`config.mk`:
```
export PLATFORM = sky130hd
export DESIGN_NAME = wdt_two_stage
export DESIGN_NICKNAME = d
export VERILOG_FILES = /design/src/rtl/wdt_pkg.sv /design/src/rtl/wdt_countdown.sv /design/src/rtl/wdt_escalate.sv /design/src/rtl/wdt_two_stage.sv
export SDC_FILE = /design/constraint.sdc
export NUM_CORES = 1
export LEC_CHECK = 0
export ABC_CLOCK_PERIOD_IN_PS = 2300
export BUFFER_PORTS_ARGS = -buffer_cell sky130_fd_sc_hd__buf_2
export CAP_MARGIN = 0
export CORE_MARGIN = 4
export CORE_UTILIZATION = 55
export CTS_BUF_LIST = sky130_fd_sc_hd__clkbuf_16
export CTS_CLUSTER_DIAMETER = 100
export DETAILED_ROUTE_END_ITERATION = 10
export HOLD_SLACK_MARGIN = 0.05
export MAX_ROUTING_LAYER = met4
export PLACE_DENSITY = 0.75
export SYNTH_ARGS = -nofsm -noshare
export SYNTH_HDL_FRONTEND = slang
export SYNTH_SLANG_ARGS = --single-unit
```
`constraint.sdc`:
```
create_clock -name clk -period 2.3 [get_ports clk]
set_clock_uncertainty 0.2 [all_clocks]
set_input_delay 0.46 -clock clk [delete_from_list [all_inputs] [get_ports clk]]
set_output_delay 0.46 -clock clk [all_outputs]
set_load 0.01 [all_outputs]
```
`src/rtl/wdt_pkg.sv`:
```
package wdt_pkg;

  // What the escalation logic does at one edge
  typedef enum logic [1:0] {
    EV_NONE  = 2'd0,
    EV_ARM   = 2'd1,
    EV_TRIP  = 2'd2,
    EV_CLEAR = 2'd3
  } wdt_event_e;

  typedef struct packed {
    logic stage1;
    logic stage2;
  } wdt_flags_t;

endpackage

```
`src/rtl/wdt_countdown.sv`:
```
module wdt_countdown #(
  parameter int CNT_W = 14
) (
  input  logic             clk,
  input  logic             rst_n,
  input  logic             step_i,
  output logic [CNT_W-1:0] count_o,
  output logic             wrap_o
);

  localparam logic [CNT_W-1:0] FULL = {CNT_W{1'b1}};
  localparam logic [CNT_W-1:0] ZERO = {CNT_W{1'b0}};

  logic [CNT_W-1:0] count_q;

  // Decrementing past zero wraps to FULL, which is the reload value
  always_ff @(posedge clk or negedge rst_n) begin
    if (!rst_n)      count_q <= FULL;
    else if (step_i) count_q <= count_q - 1'b1;
  end

  assign count_o = count_q;
  assign wrap_o  = step_i && (count_q == ZERO);

endmodule

```
`src/rtl/wdt_escalate.sv`:
```
module wdt_escalate
  import wdt_pkg::*;
(
  input  logic       clk,
  input  logic       rst_n,
  input  logic       wrap_i,
  input  logic       service_i,
  output wdt_flags_t flags_o,
  output logic       trip_o
);

  wdt_flags_t flags_q;
  logic       trip_q;
  wdt_event_e ev;

  // A timeout takes precedence over a plain service. A service on the
  // same edge as a timeout counts as having come just before it.
  always_comb begin
    if (wrap_i) begin
      ev = (flags_q.stage1 && !service_i) ? EV_TRIP : EV_ARM;
    end else if (service_i) begin
      ev = EV_CLEAR;
    end else begin
      ev = EV_NONE;
    end
  end

  always_ff @(posedge clk or negedge rst_n) begin
    if (!rst_n) begin
      flags_q <= '0;
      trip_q  <= 1'b0;
    end else begin
      trip_q <= (ev == EV_TRIP);
      case (ev)
        EV_ARM:   flags_q.stage1 <= 1'b1;
        EV_TRIP:  flags_q.stage2 <= 1'b1;
        EV_CLEAR: flags_q.stage1 <= 1'b0;
        default:  ;
      endcase
    end
  end

  assign flags_o = flags_q;
  assign trip_o  = trip_q;

endmodule

```
`src/rtl/wdt_two_stage.sv`:
```
module wdt_two_stage #(
  parameter int CNT_W = 14
) (
  input  logic clk,
  input  logic rst_n,
  input  logic tick_en_i,
  input  logic service_i,
  input  logic hold_i,
  output logic sys_reset_o,
  output logic alert_o,
  output logic tripped_o
);

  import wdt_pkg::*;

  logic             step;
  logic             wrap;
  logic [CNT_W-1:0] count;
  wdt_flags_t       flags;
  logic             trip;

  assign step = tick_en_i && !hold_i;

  wdt_countdown #(.CNT_W(CNT_W)) u_cnt (
    .clk     (clk),
    .rst_n   (rst_n),
    .step_i  (step),
    .count_o (count),
    .wrap_o  (wrap)
  );

  wdt_escalate u_esc (
    .clk       (clk),
    .rst_n     (rst_n),
    .wrap_i    (wrap),
    .service_i (service_i),
    .flags_o   (flags),
    .trip_o    (trip)
  );

  assign sys_reset_o = trip;
  assign alert_o     = flags.stage1;
  assign tripped_o   = flags.stage2;

endmodule

```
==> impl_metrics.env <==
export IMPL_synth_area_per_cell_um2=12.3
export IMPL_path_clk_slew_ps=50
export IMPL_rows=13
export IMPL_synth_cells=64
export IMPL_p_sw_share_pct=29.3
export IMPL_cts_path_max_buffers=2
export IMPL_io_buffers=7
export IMPL_die_w_um=45.9
export IMPL_synth_top_area_share_pct=46.6
export IMPL_antenna_found_initial=0
export IMPL_grt_busiest_layer="met1"
export IMPL_antenna_cells=0
export IMPL_crit_family="simple AND/OR/NAND/NOR gates"
export IMPL_worst_pin_slew_ps=452
export IMPL_maxCapViolations=0
export IMPL_viasPerCell=5.25
export IMPL_cp_end_kind="register"
export IMPL_grt_util_met3_pct=3.56
export IMPL_fin_crit_sh_pct=82.0
export IMPL_overflow=0
export IMPL_rsz0062_at_grt="false"
export IMPL_post_synth_top_count_cell="dfstp_2"
export IMPL_min_period_ps=1890
export IMPL_max_stage_delay_ps=560
export IMPL_syn_to_final_growth_pct=18.2
export IMPL_slew_headroom_pct=69.6
export IMPL_drt_iter0_drc=7
export IMPL_final_nets=83
export IMPL_intPower_uw=842
export IMPL_hold_path_class="register to register"
export IMPL_crit_fanout=4
export IMPL_drt_wirelength_per_cell_um=12.1
export IMPL_synth_nets=70
export IMPL_drc=0
export IMPL_core_um2=1330
export IMPL_p_per_area_nw_per_um2=1280
export IMPL_drt_pass1_iter_count=4
export IMPL_ys_top_cells_by_count="dfstp_2 (14), xnor2_1 (6), xor2_1 (6), nand2_1 (4)"
export IMPL_peakVddDrop_uv=942
export IMPL_fill_cells=89
export IMPL_ys_flop_type="dfstp_2"
export IMPL_pwr_share_comb_pct=20.1
export IMPL_grt_use_met2_pct=17.9
export IMPL_die_y_um=45.9
export IMPL_worst_path_max_delay_cell="dfstp_2"
export IMPL_cp_cell_sequence="inv_1, ha_1, and4bb_2, nand3_1, nor3_1, or2_2"
export IMPL_grt_pass1_vias=437
export IMPL_start_util_pct=59.2
export IMPL_cts_root_buf="clkbuf_16"
export IMPL_p_switching_uw=348
export IMPL_post_dp_hpwl_um=839
export IMPL_wirelength_mm=1.10
export IMPL_hold_buffers=1
export IMPL_ys_seq_area_share_pct=56.1
export IMPL_place_congestion=0.786
export IMPL_fin_tns_setup_ps=0
export IMPL_cp_required_ps=2220
export IMPL_final_util_pct=70.0
export IMPL_fp_dieArea_um2=2110
export IMPL_power_frac_seq_pct=52.1
export IMPL_timing_fmax_mhz=530
export IMPL_synthDistinctLibCells=23
export IMPL_drive_gt1_share_pct=44.7
export IMPL_clk_latency_ps=240
export IMPL_finalSetupViolCount=0
export IMPL_outcome="completed"
export IMPL_ys_async_sr_fraction_pct=100
export IMPL_cts_htree_levels=1
export IMPL_cts_setup_buffers=0
export IMPL_clock_sinks=17
export IMPL_grt_pass1_wl_mm=1.86
export IMPL_p_leak_nw=0.408
export IMPL_cts_made_buffers=3
export IMPL_crit_arrival_ps=1800
export IMPL_synth_yosys_warnings=0
export IMPL_ant_nets=0
export IMPL_hold_viol_final=0
export IMPL_worst_path_buf_inv=1
export IMPL_crit_path_start_kind="register"
export IMPL_grt_usage_pct=13.0
export IMPL_yosysTopAreaCell="dfstp_2"
export IMPL_clkPwrFrac_pct=27.8
export IMPL_grt_start_max_net_pins=18
export IMPL_cts_tree="built"
export IMPL_ctsResizeCount=0
export IMPL_grt_use_met1_pct=18.0
export IMPL_routed_via_count=478
export IMPL_synth_area_um2=790
export IMPL_ys_seq_elements=17
export IMPL_ios=8
export IMPL_critical_path_class="register to register"
export IMPL_synth_area_leaders="dfstp_2 (47%), dfrtp_1 (9.5%), xnor2_1 (6.7%)"
export IMPL_drv_slew=0
export IMPL_synth_enable_flop_cells=0
[cell type report]
type                       count  area, um^2  share of cell area [%]
timing repair buffer           8        45.0                    4.83
sequential                    17         443                    47.5
inverter                       3        11.3                    1.21
clock buffer                   3        75.1                    8.04
multi-input combinational     44         335                    35.9
clock inverter                 1        5.00                   0.536
tap                           15        18.8                    2.01
[power groups by stage]
stage               combinational [mW]  sequential (mW)  clock [mW]
CTS                              0.242            0.620       0.340
detailed placement               0.239            0.623           0
global placement                 0.233            0.620           0
finish                           0.240            0.620       0.330
global route                     0.271            0.638       0.358
floorplan                        0.196            0.598           0
[metrics by stage]
stage               cell area [um^2]  hold slack (ps)  power [mW]  cells  setup slack, ps
finish                           933              272        1.19     91              415
global route                     933              287        1.27     91              330
CTS                              933              274        1.20     91              408
detailed placement               843              186       0.862     86              436
global placement                 843              187       0.853     86              490
floorplan                        790            -35.6       0.793     64              522
[cell usage in the layout, fill, tap and decap left out, types with 4 or more instances in the layout]
| cell type | n |
|---|---|
| buf_2 | 7 |
| dfstp_2 | 14 |
| nand2_1 | 4 |
| xnor2_1 | 6 |
| xor2_1 | 6 |
[final timing paths]
| check | slack, ps | end | cells after the start | from |
|---|---|---|---|---|
| max | 410 | u_esc.flags_o[0] | 6 | u_cnt.count_o[0] |
| min | 270 | u_esc.flags_o[0] | 1 | u_esc.flags_o[0] |
| max reg2reg | 410 | u_esc.flags_o[0] | 6 | u_cnt.count_o[0] |
| min reg2reg | 270 | u_esc.flags_o[0] | 1 | u_esc.flags_o[0] |
| max in group asynchronous | 1140 | u_cnt.count_o[10] | 2 | rst_n |
| min in group asynchronous | 460 | u_esc.flags_o[0] | 2 | rst_n |
[registers in the layout (all words and copies together) (netlist names)]
name,flops
u_cnt.count_o,14
u_esc.flags_o,2
u_esc.trip_o,1
[cells by family after synthesis]
group	share of synthesized area (%)
flip-flops	56.1
adder cells (fa/ha/maj)	1.58
XOR/XNOR	13.3
buffers and inverters	1.43
AO/OA/AOI/OAI	1.90
AND/OR/NAND/NOR	25.7
[layer usage]
layer  routed length [um]  part of all wire, %
met3                   43                  3.9
met1                  580                   53
met2                  467                   42
met5                    0                    0
met4                   10                 0.91
(Power assumes the default switching activity.)
